===== config.mk =====
export PLATFORM = sky130hd
export DESIGN_NAME = nzcv_lazy_eval
export DESIGN_NICKNAME = d
export VERILOG_FILES = /design/src/rtl/nzcv_pkg.sv /design/src/rtl/nzcv_arith.sv /design/src/rtl/nzcv_direct.sv /design/src/rtl/nzcv_select.sv /design/src/rtl/nzcv_lazy_eval.sv
export SDC_FILE = /design/constraint.sdc
export NUM_CORES = 1
export LEC_CHECK = 0
export BUFFER_PORTS_ARGS = -buffer_cell sky130_fd_sc_hd__buf_4
export CORE_AREA = 3 3 103 66
export DETAILED_ROUTE_END_ITERATION = 8
export DIE_AREA = 0 0 106 69
export GPL_TIMING_DRIVEN = 0
export PLACE_DENSITY = 0.88
export SLEW_MARGIN = 5
export SYNTH_ARGS = -nofsm -noshare
export SYNTH_HDL_FRONTEND = slang
export SYNTH_SLANG_ARGS = --single-unit

===== constraint.sdc =====
create_clock -name clk -period 10.85 [get_ports clk]
set_input_delay 1.085 -clock clk [delete_from_list [all_inputs] [get_ports clk]]
set_output_delay 1.085 -clock clk [all_outputs]
set_load 0.05 [all_outputs]

===== src/rtl/nzcv_pkg.sv =====
package nzcv_pkg;

    localparam int WORD_W   = 32;
    localparam int OP_W     = 4;
    localparam int FLAG_W   = 4;
    localparam int OP_COUNT = 8;

    localparam int N_POS = WORD_W - 1;
    localparam int Z_POS = WORD_W - 2;
    localparam int C_POS = WORD_W - 3;
    localparam int V_POS = WORD_W - 4;

    typedef enum logic [OP_W-1:0] {
        OP_COPY  = 4'd0,
        OP_ADD   = 4'd1,
        OP_SUB   = 4'd2,
        OP_ADC   = 4'd3,
        OP_SBB   = 4'd4,
        OP_LOGIC = 4'd5,
        OP_MUL   = 4'd6,
        OP_MULL  = 4'd7
    } rec_op_e;

    typedef logic [WORD_W-1:0] word_t;

    typedef struct packed {
        logic n;
        logic z;
        logic c;
        logic v;
    } nzcv_t;

    function automatic word_t pack_flags(nzcv_t f);
        return {f.n, f.z, f.c, f.v, {(WORD_W-FLAG_W){1'b0}}};
    endfunction

    function automatic logic word_is_zero(word_t w);
        return ~|w;
    endfunction

    function automatic logic op_is_known(logic [OP_W-1:0] op);
        return op < OP_W'(OP_COUNT);
    endfunction

    function automatic logic op_is_arith(logic [OP_W-1:0] op);
        return (op == OP_ADD) || (op == OP_SUB) || (op == OP_ADC) || (op == OP_SBB);
    endfunction

endpackage


===== src/rtl/nzcv_arith.sv =====
module nzcv_arith
    import nzcv_pkg::*;
(
    input  logic [OP_W-1:0] op,
    input  word_t           lhs,
    input  word_t           rhs_raw,
    input  logic            old_c,
    output nzcv_t           flags
);

    logic              is_sub;
    logic              use_old_c;
    word_t             rhs_eff;
    logic              cin;
    logic [WORD_W:0]   total;
    word_t             result;

    always_comb begin
        is_sub    = (op == OP_SUB) || (op == OP_SBB);
        use_old_c = (op == OP_ADC) || (op == OP_SBB);
        rhs_eff   = is_sub ? ~rhs_raw : rhs_raw;
        cin       = use_old_c ? old_c : is_sub;
        total     = {1'b0, lhs} + {1'b0, rhs_eff} + {{WORD_W{1'b0}}, cin};
        result    = total[WORD_W-1:0];
    end

    always_comb begin
        flags.n = result[WORD_W-1];
        flags.z = word_is_zero(result);
        flags.c = total[WORD_W];
        flags.v = (lhs[WORD_W-1] == rhs_eff[WORD_W-1]) &&
                  (result[WORD_W-1] != lhs[WORD_W-1]);
    end

endmodule


===== src/rtl/nzcv_direct.sv =====
module nzcv_direct
    import nzcv_pkg::*;
(
    input  logic [OP_W-1:0] op,
    input  word_t           lhs,
    input  word_t           rhs,
    input  logic [1:0]      old_cv,
    output nzcv_t           flags
);

    always_comb begin
        flags = '0;
        case (op)
            OP_COPY: begin
                flags = nzcv_t'(lhs[WORD_W-1 -: FLAG_W]);
            end
            OP_LOGIC: begin
                flags.n = lhs[WORD_W-1];
                flags.z = word_is_zero(lhs);
                flags.c = rhs[0];
                flags.v = old_cv[0];
            end
            OP_MUL: begin
                flags.n = lhs[WORD_W-1];
                flags.z = word_is_zero(lhs);
                flags.c = old_cv[1];
                flags.v = old_cv[0];
            end
            OP_MULL: begin
                flags.n = rhs[WORD_W-1];
                flags.z = word_is_zero(lhs) && word_is_zero(rhs);
                flags.c = old_cv[1];
                flags.v = old_cv[0];
            end
            default: flags = '0;
        endcase
    end

endmodule


===== src/rtl/nzcv_select.sv =====
module nzcv_select
    import nzcv_pkg::*;
(
    input  logic [OP_W-1:0] op,
    input  nzcv_t           arith_flags,
    input  nzcv_t           direct_flags,
    output word_t           word,
    output logic            c_bit,
    output logic            v_bit,
    output logic            err
);

    nzcv_t chosen;

    always_comb begin
        err = !op_is_known(op);
        if (err)
            chosen = '0;
        else if (op_is_arith(op))
            chosen = arith_flags;
        else
            chosen = direct_flags;
        word  = pack_flags(chosen);
        c_bit = chosen.c;
        v_bit = chosen.v;
    end

endmodule


===== src/rtl/nzcv_lazy_eval.sv =====
module nzcv_lazy_eval
    import nzcv_pkg::*;
#(
    parameter bit REG_OUT = 1'b1
) (
    input  logic              clk,
    input  logic              rst,
    input  logic              rec_valid,
    input  logic [OP_W-1:0]   rec_op,
    input  logic [WORD_W-1:0] rec_a,
    input  logic [WORD_W-1:0] rec_b,
    input  logic [WORD_W-1:0] rec_c,
    output logic              res_valid,
    output logic [WORD_W-1:0] flags_word,
    output logic              carry_bit,
    output logic              ovf_bit,
    output logic              op_err
);

    nzcv_t arith_f;
    nzcv_t direct_f;
    word_t comb_word;
    logic  comb_c;
    logic  comb_v;
    logic  comb_err;
    logic  unused_c_hi;

    assign unused_c_hi = ^rec_c[WORD_W-1:2];

    nzcv_arith u_arith (
        .op      (rec_op),
        .lhs     (rec_a),
        .rhs_raw (rec_b),
        .old_c   (rec_c[0]),
        .flags   (arith_f)
    );

    nzcv_direct u_direct (
        .op     (rec_op),
        .lhs    (rec_a),
        .rhs    (rec_b),
        .old_cv (rec_c[1:0]),
        .flags  (direct_f)
    );

    nzcv_select u_select (
        .op           (rec_op),
        .arith_flags  (arith_f),
        .direct_flags (direct_f),
        .word         (comb_word),
        .c_bit        (comb_c),
        .v_bit        (comb_v),
        .err          (comb_err)
    );

    generate
        if (REG_OUT) begin : g_reg
            always_ff @(posedge clk) begin
                if (rst) begin
                    res_valid  <= 1'b0;
                    flags_word <= '0;
                    carry_bit  <= 1'b0;
                    ovf_bit    <= 1'b0;
                    op_err     <= 1'b0;
                end else begin
                    res_valid <= rec_valid;
                    if (rec_valid) begin
                        flags_word <= comb_word;
                        carry_bit  <= comb_c;
                        ovf_bit    <= comb_v;
                        op_err     <= comb_err;
                    end
                end
            end

            // one-cycle latency for every strobe
            a_r2_valid_follows: assert property (@(posedge clk) disable iff (rst)
                rec_valid |=> res_valid);

            // idle cycles hold the last result
            a_r2_idle_hold: assert property (@(posedge clk) disable iff (rst)
                !rec_valid |=> (!res_valid && $stable(flags_word) && $stable(op_err)));

            // unknown codes blank the flag word
            a_r12_err_blank: assert property (@(posedge clk) disable iff (rst)
                op_err |-> (flags_word == '0));

            // known codes never raise the error
            a_r12_known_clean: assert property (@(posedge clk) disable iff (rst)
                (rec_valid && (rec_op < OP_W'(OP_COUNT))) |=> !op_err);

            // single-bit outputs agree with the packed word
            a_r13_bits_agree: assert property (@(posedge clk) disable iff (rst)
                (carry_bit == flags_word[C_POS]) && (ovf_bit == flags_word[V_POS]));

            // low bits of the word stay clear
            a_r3_low_clear: assert property (@(posedge clk) disable iff (rst)
                res_valid |-> (flags_word[V_POS-1:0] == '0));
        end else begin : g_comb
            assign res_valid  = rec_valid;
            assign flags_word = comb_word;
            assign carry_bit  = comb_c;
            assign ovf_bit    = comb_v;
            assign op_err     = comb_err;
        end
    endgenerate

endmodule


==> run summary, run 1 <==
Outcome - complete, no violations
Final Setup Violations - 0
Post-synth cell types - 69
Share of cells above drive strength 1 - 0.2707
MaxCap Viol Count - 0
Max rail drop VDD - 0.04781 mV
Clk pin slew, worst setup/hold paths - 0.04 ns
Commonest non-fill, non-tap cells in the layout - buf_4 (109), xnor2_1 (40), ha_1 (32)
Cts bufs inserted - 3
Total gr overflow - 0
Fmax - 165.9 MHz
First-pass GRT wire length - 17260 µm
Slew headroom - 0.4440
CP max FO - 10
Hold_sp - flags_word[28]
Core area - 5946 µm²
Post-DP HPWL - 9237 µm
Hold Path Stages - 2
H-tree levels - 1
N_diodes - 0
Critical path cell sequence - buf_4, clkbuf_1, xnor2_1, or3_1, clkbuf_1, buf_1, xnor2_1, fa_1, inv_1, fa_1, nor2b_1, o21ai_0, a21oi_1, a221oi_1, a31oi_1, nand3_1, or4_4, a2111oi_4, nand4_1, o31ai_2
RSZ-0062 raised after global routing - false
Vias in the first global route - 3428
Finished Layout Cells - 627
Max Root-Sink Buffers - 2
Syn_area_per_cell - 7.280 µm²
Startpoint types - primary input
Buffers added on ports - 78
DRT Wirelength - 10940 µm
RR Endpoint - flags_word[29]
DR vias - 3788
WS Path Type - in -> reg
Fin. Hold Viols - 0
Tcrit/Tclk final - 0.5556
Slowest-stage cell, CP - buf_1
Sequential-to-total area share from yosys stat - 0.03793
Area Growth Syn to Fin - 26.31%
Placed insts - 624
Drt pass-1 iters - 5
Hold WC Path Type - reg -> reg
Synth Instances - 435
Clock sinks - 6
Ys flop type - dfxtp_1
EDFF count, synth - 0
Commonest non-fill, non-tap cell in the layout - buf_4
TritonCTS clock tree - done
WL/cell - 17.45 µm
Pwr Density - 88.66 nW/µm²
Worst R2R Setup Slack - 9.72 ns
Worst-Margin Slew - 0.8339 ns
Initial antenna violation count - 0
Delay-heaviest family, CP - compound AO/OA/AOI/OAI gates
Postcts setup bufs - 0
Hold buffers post-CTS - 0
Die area - 7314 µm²
Final core occ - 0.6728
FF-to-FF path depth - 4
Syn Std Cell Area - 3167 µm²
Largest net degree at the start of global routing - 11
Multi-input logic area - 2773 µm²
Max stage delay on crit path - 0.64 ns
Worst Setup End Kind - flop
FFs w/ async S/R, synth - 0
Seq. cell area - 120.1 µm²
# IOs - 139
Clock skew - 0 ns
NumNets Final - 682
LEAKAGE - 1.840 nW
Die width - 106 µm
Setup_tns - 0 ns
Buf+Inv Stages, Crit Path - 5
Tmin final - 6.028 ns
Cts repair resizes - 0
Initial Util - 0.5326
Reg-to-reg startpoint - flags_word[29]
Final slew viol count - 0
Final ANT Viol Nets - 0
Clk Latency, worst-skew pair - 0.23 ns
Gr usage total - 0.2854
Vias per inst - 6.041
Height of the die - 69 µm
Rows - 22
DRC - 0
Starting DRT DRC Count - 286
RD Place Congestion - 0.9927
FF+latch count, synth - 6
Hold EP - flags_word[28]
Clock root buffer - clkbuf_8
Worst path required time - 10.97 ns
CP Data Arrival Time - 6.14 ns
FILL cells - 512
Synth warn - 0
==> how the worst max path moves through the flow <==
stage	start	endpoint	slack [ns]	cells past startpoint
global placement	rec_op[1]	flags_word[30]	4.90	20
detailed placement	rec_op[1]	flags_word[30]	4.75	20
finish	rec_op[1]	flags_word[30]	4.82	20
global route	rec_op[1]	flags_word[30]	4.59	20
CTS	rec_op[1]	flags_word[30]	4.97	20
floorplan	rec_op[1]	flags_word[30]	5.76	19
==> power by group <==
group / switching, mW / internal [mW] / leakage (nW)
Clock: 0.0108 / 0.0239 / 0.0216
Sequential: 0.000745 / 0.0235 / 0.0493
Combinational: 0.177 / 0.119 / 1.77
Total: 0.188 / 0.166 / 1.84
==> worst register-to-register path: cells and delay by family (launching register included) <==
kind,cells,cell delay [ns]
flip-flops,1,0.32
AND/OR/NAND/NOR,3,0.35
AO/OA/AOI/OAI,1,0.35
==> state kept, by name (all words and copies together) (netlist names) <==
| register | cells |
|---|---|
| op_err | 1 |
| flags_word | 4 |
| res_valid | 1 |
==> per-layer routing <==
layer | wire length [µm] | share of wire | track usage | up-vias
li1 | - | - | - | 1794
met1 | 4867 | 0.44 | 0.4316 | 1740
met2 | 4731 | 0.43 | 0.4400 | 230
met3 | 1181 | 0.11 | 0.03929 | 24
met4 | 163 | 0.015 | 0.03305 | 0
met5 | 0 | 0 | 0 | -
==> through the flow <==
stage	hold WS (ns)	total power, mW	setup WS, ns	cell area (µm²)
final	0.4510	0.3546	4.822	4000
after global routing	0.4828	0.3791	4.595	4000
after CTS	0.4542	0.3470	4.967	4000
after detailed placement	0.4489	0.3101	4.750	3959
after global placement	0.4420	0.3026	4.902	3959
after floorplan	0.6632	0.2354	5.762	3268
==> cells in the mapped netlist (8+ instances only) <==
master / instances / area share
buf_4: 31 / 0.073
o21ai_0: 21 / 0.033
xnor2_1: 40 / 0.11
inv_1: 12 / 0.014
nor4_1: 17 / 0.034
nor2b_1: 11 / 0.022
nand3_1: 14 / 0.022
a21o_1: 17 / 0.040
nand2_1: 26 / 0.031
buf_2: 9 / 0.014
nand4_1: 8 / 0.016
ha_1: 32 / 0.13
a21oi_1: 27 / 0.043
nor3_1: 11 / 0.017
nor2_1: 30 / 0.036
==> kinds of logic after synthesis <==
family | count (synthesis) | synth area share
adders and majority gates | 34 | 0.1391
DFF | 6 | 0.03793
xor gates and xnor gates | 46 | 0.1272
other | 1 | 0.001184
AOI/OAI and AO/OA | 132 | 0.3145
muxes | 4 | 0.01343
and+or+nand+nor | 148 | 0.2481
buffers and inverters | 64 | 0.1185
==> layout make-up <==
type	instances	area share
Timing Repair Buffer	78	0.1464
Sequential cell	6	0.03003
Multi-Input combinational cell	392	0.6931
Tap cell	84	0.02627
Clock buffer	3	0.01032
Buffer	50	0.08070
Inverter	14	0.01314
Power figures use the tool's default switching activity.
==> inputs of run 2 (changes only) <==
Settings changed: CORE_AREA 3 3 103 66 to 3 3 113 71, DIE_AREA 0 0 106 69 to 0 0 116 74, PLACE_DENSITY 0.88 to 0.79.
Clock period 10.85 ns to 5.2 ns, I/O delays scaled along.
==> run 2 against run 1 <==
Against the previous run:
- count of clock-buffer cells in the layout unchanged
- register-to-register slack worse by 5.7 ns
- utilization decreased by 11 points
- sequential share of layout area barely moved
- clock power increased to 3.7 times the previous value
- routed wire length increased by 4.1%
- power up 130%
- final area rose by 1.1%
- combinational power increased by 110%
- non-clock buffer count fell by 1
- highest routed layer unchanged
==> run summary, run 2 (synthesized netlist as in run 1, its figures left out) <==
RR Endpoint - flags_word[29]
Cts bufs inserted - 3
Rows - 24
Tcrit/Tclk final - 0.9473
Post-DP HPWL - 9635 µm
Final ANT Viol Nets - 0
WL/cell - 18.00 µm
Met3 wire length - 1205 µm
Setup_tns - 0 ns
Clock root buffer - clkbuf_16
Worst Setup End Kind - flop
First-pass GRT wire length - 17320 µm
Crit path launch - rec_op[0]
Hold Path Stages - 2
Vias in the first global route - 3393
Slew headroom - 0.5077
Height of the die - 74 µm
Buffers added on ports - 78
Max rail drop VDD - 0.09679 mV
Die area - 8584 µm²
Multi-input logic area - 2773 µm²
Commonest non-fill, non-tap cells in the layout - buf_4 (109), xnor2_1 (40), ha_1 (32)
Clock skew - 0 ns
Clk Latency, worst-skew pair - 0.23 ns
Starting DRT DRC Count - 418
Worst R2R Setup Slack - 4.03 ns
DRT Wirelength - 11400 µm
DR top layer - met4
Final core occ - 0.5657
Vias per inst - 6.009
Largest net degree at the start of global routing - 11
Psw - 0.4030 mW
H-tree levels - 1
Clock sinks - 6
Drt pass-1 iters - 5
Clock share of power - 0.161
Startpoint types - primary input
Sw frac - 0.5034
Postcts setup bufs - 0
RSZ-0062 raised after global routing - false
Die width - 116 µm
MaxCap Viol Count - 0
FF-to-FF path depth - 4
Fin. Hold Viols - 0
NumNets Final - 681
Pwr Density - 198.0 nW/µm²
CP max FO - 10
Fmax - 203.0 MHz
Hold Slack - 0.4622 ns
P_int - 0.3975 mW
FILL cells - 676
Area Growth Syn to Fin - 27.66%
TritonCTS clock tree - done
RD Place Congestion - 0.9450
DR vias - 3804
Most flops, register - flags_word
Cell area after layout - 4043 µm²
CP Data Arrival Time - 5.04 ns
M1 wire length - 5135 µm
Met2 Wirelength - 4917 µm
Commonest non-fill, non-tap cell in the layout - buf_4
Worst slack, placed - -0.2732 ns
Tmin final - 4.926 ns
Outcome - complete, no violations
Hold EP - flags_word[28]
Sequential share of power - 0.063
Placed cell area - 3968 µm²
DRC - 0
Final slew viol count - 0
Logic pwr share - 0.776
Hold_sp - flags_word[28]
Share of cells above drive strength 1 - 0.2768
Gr usage total - 0.2551
Clk pin slew, worst setup/hold paths - 0.04 ns
Seq. cell area - 120.1 µm²
Final Setup Violations - 0
Max Root-Sink Buffers - 2
Worst path required time - 5.32 ns
Worst-Margin Slew - 0.7385 ns
# IOs - 139
Final worst setup slack - 0.2738 ns
Initial antenna violation count - 0
Core area - 7147 µm²
Total gr overflow - 0
Initial Util - 0.4431
LEAKAGE - 1.862 nW
Max reg flops - 4
Regs by FF count - flags_word: 4 flops, op_err: 1 flops, res_valid: 1 flops
WS Path Type - in -> reg
Hold buffers post-CTS - 0
N_diodes - 0
Hold WC Path Type - reg -> reg
Reg-to-reg startpoint - flags_word[29]
## run 2: cell count changes in the layout (fill, tap and decap cells not counted), sizes merged
cell  previous run  this run
buf            122       121
## run 2: power by group through the flow
stage	Sequential, mW	Combinational (mW)	Clock, mW
3_5_place_dp	0.0514	0.601	0
2_1_floorplan	0.0601	0.431	0
4_1_cts	0.0507	0.604	0.128
3_3_place_gp	0.0512	0.587	0
5_1_grt	0.0509	0.668	0.133
6_report	0.0507	0.621	0.129
## run 2: layout make-up
class                      instances  share of cell area
multi-input combinational        392              0.6859
buffer                            49             0.07985
tap                               91             0.02816
clock buffer                       3             0.01857
inverter                          14             0.01300
timing repair buffer              78              0.1448
sequential                         6             0.02971
## run 2: layer usage
metal  global-route usage  up-vias
li1                     -     1784
met2               0.3837      227
met4              0.04633        0
met5                    0        -
met1               0.3936     1776
met3              0.02846       17
## run 2: per-stage QoR
stage	std cells	total power, mW
final	633	0.8005
after global routing	633	0.8519
after CTS	634	0.7827
after detailed placement	631	0.6522
after global placement	631	0.6384
after floorplan	462	0.4912
## run 2: timing repair
action | CTS | global route
resized for setup | 1 | 4
cloned | 0 | 0
endpoints found under the setup margin | 1 | 2
## run 2: worst max-delay path, cell delays in order
cell and delay, ns:
clkbuf_1 0.35, or3_1 0.17, clkbuf_1 0.24, buf_2 0.37, xnor2_1 0.19, fa_1 0.24
inv_1 0.06, fa_1 0.40, nor2b_1 0.24, o21ai_0 0.16, a21oi_1 0.22, a221oi_1 0.07
a31oi_1 0.26, nand3_1 0.12, or4_4 0.58, a2111oi_4 0.41, nand4_1 0.15, o31ai_2 0.30
## run 2: how the worst max path moves through the flow
stage                          end  slack [ns]  depth (start not counted)
floorplan           flags_word[30]        0.68                         19
global placement    flags_word[30]       -0.20                         19
detailed placement  flags_word[30]       -0.27                         20
CTS                 flags_word[30]        0.17                         18
global route        flags_word[30]        0.04                         18
finish              flags_word[30]        0.27                         18
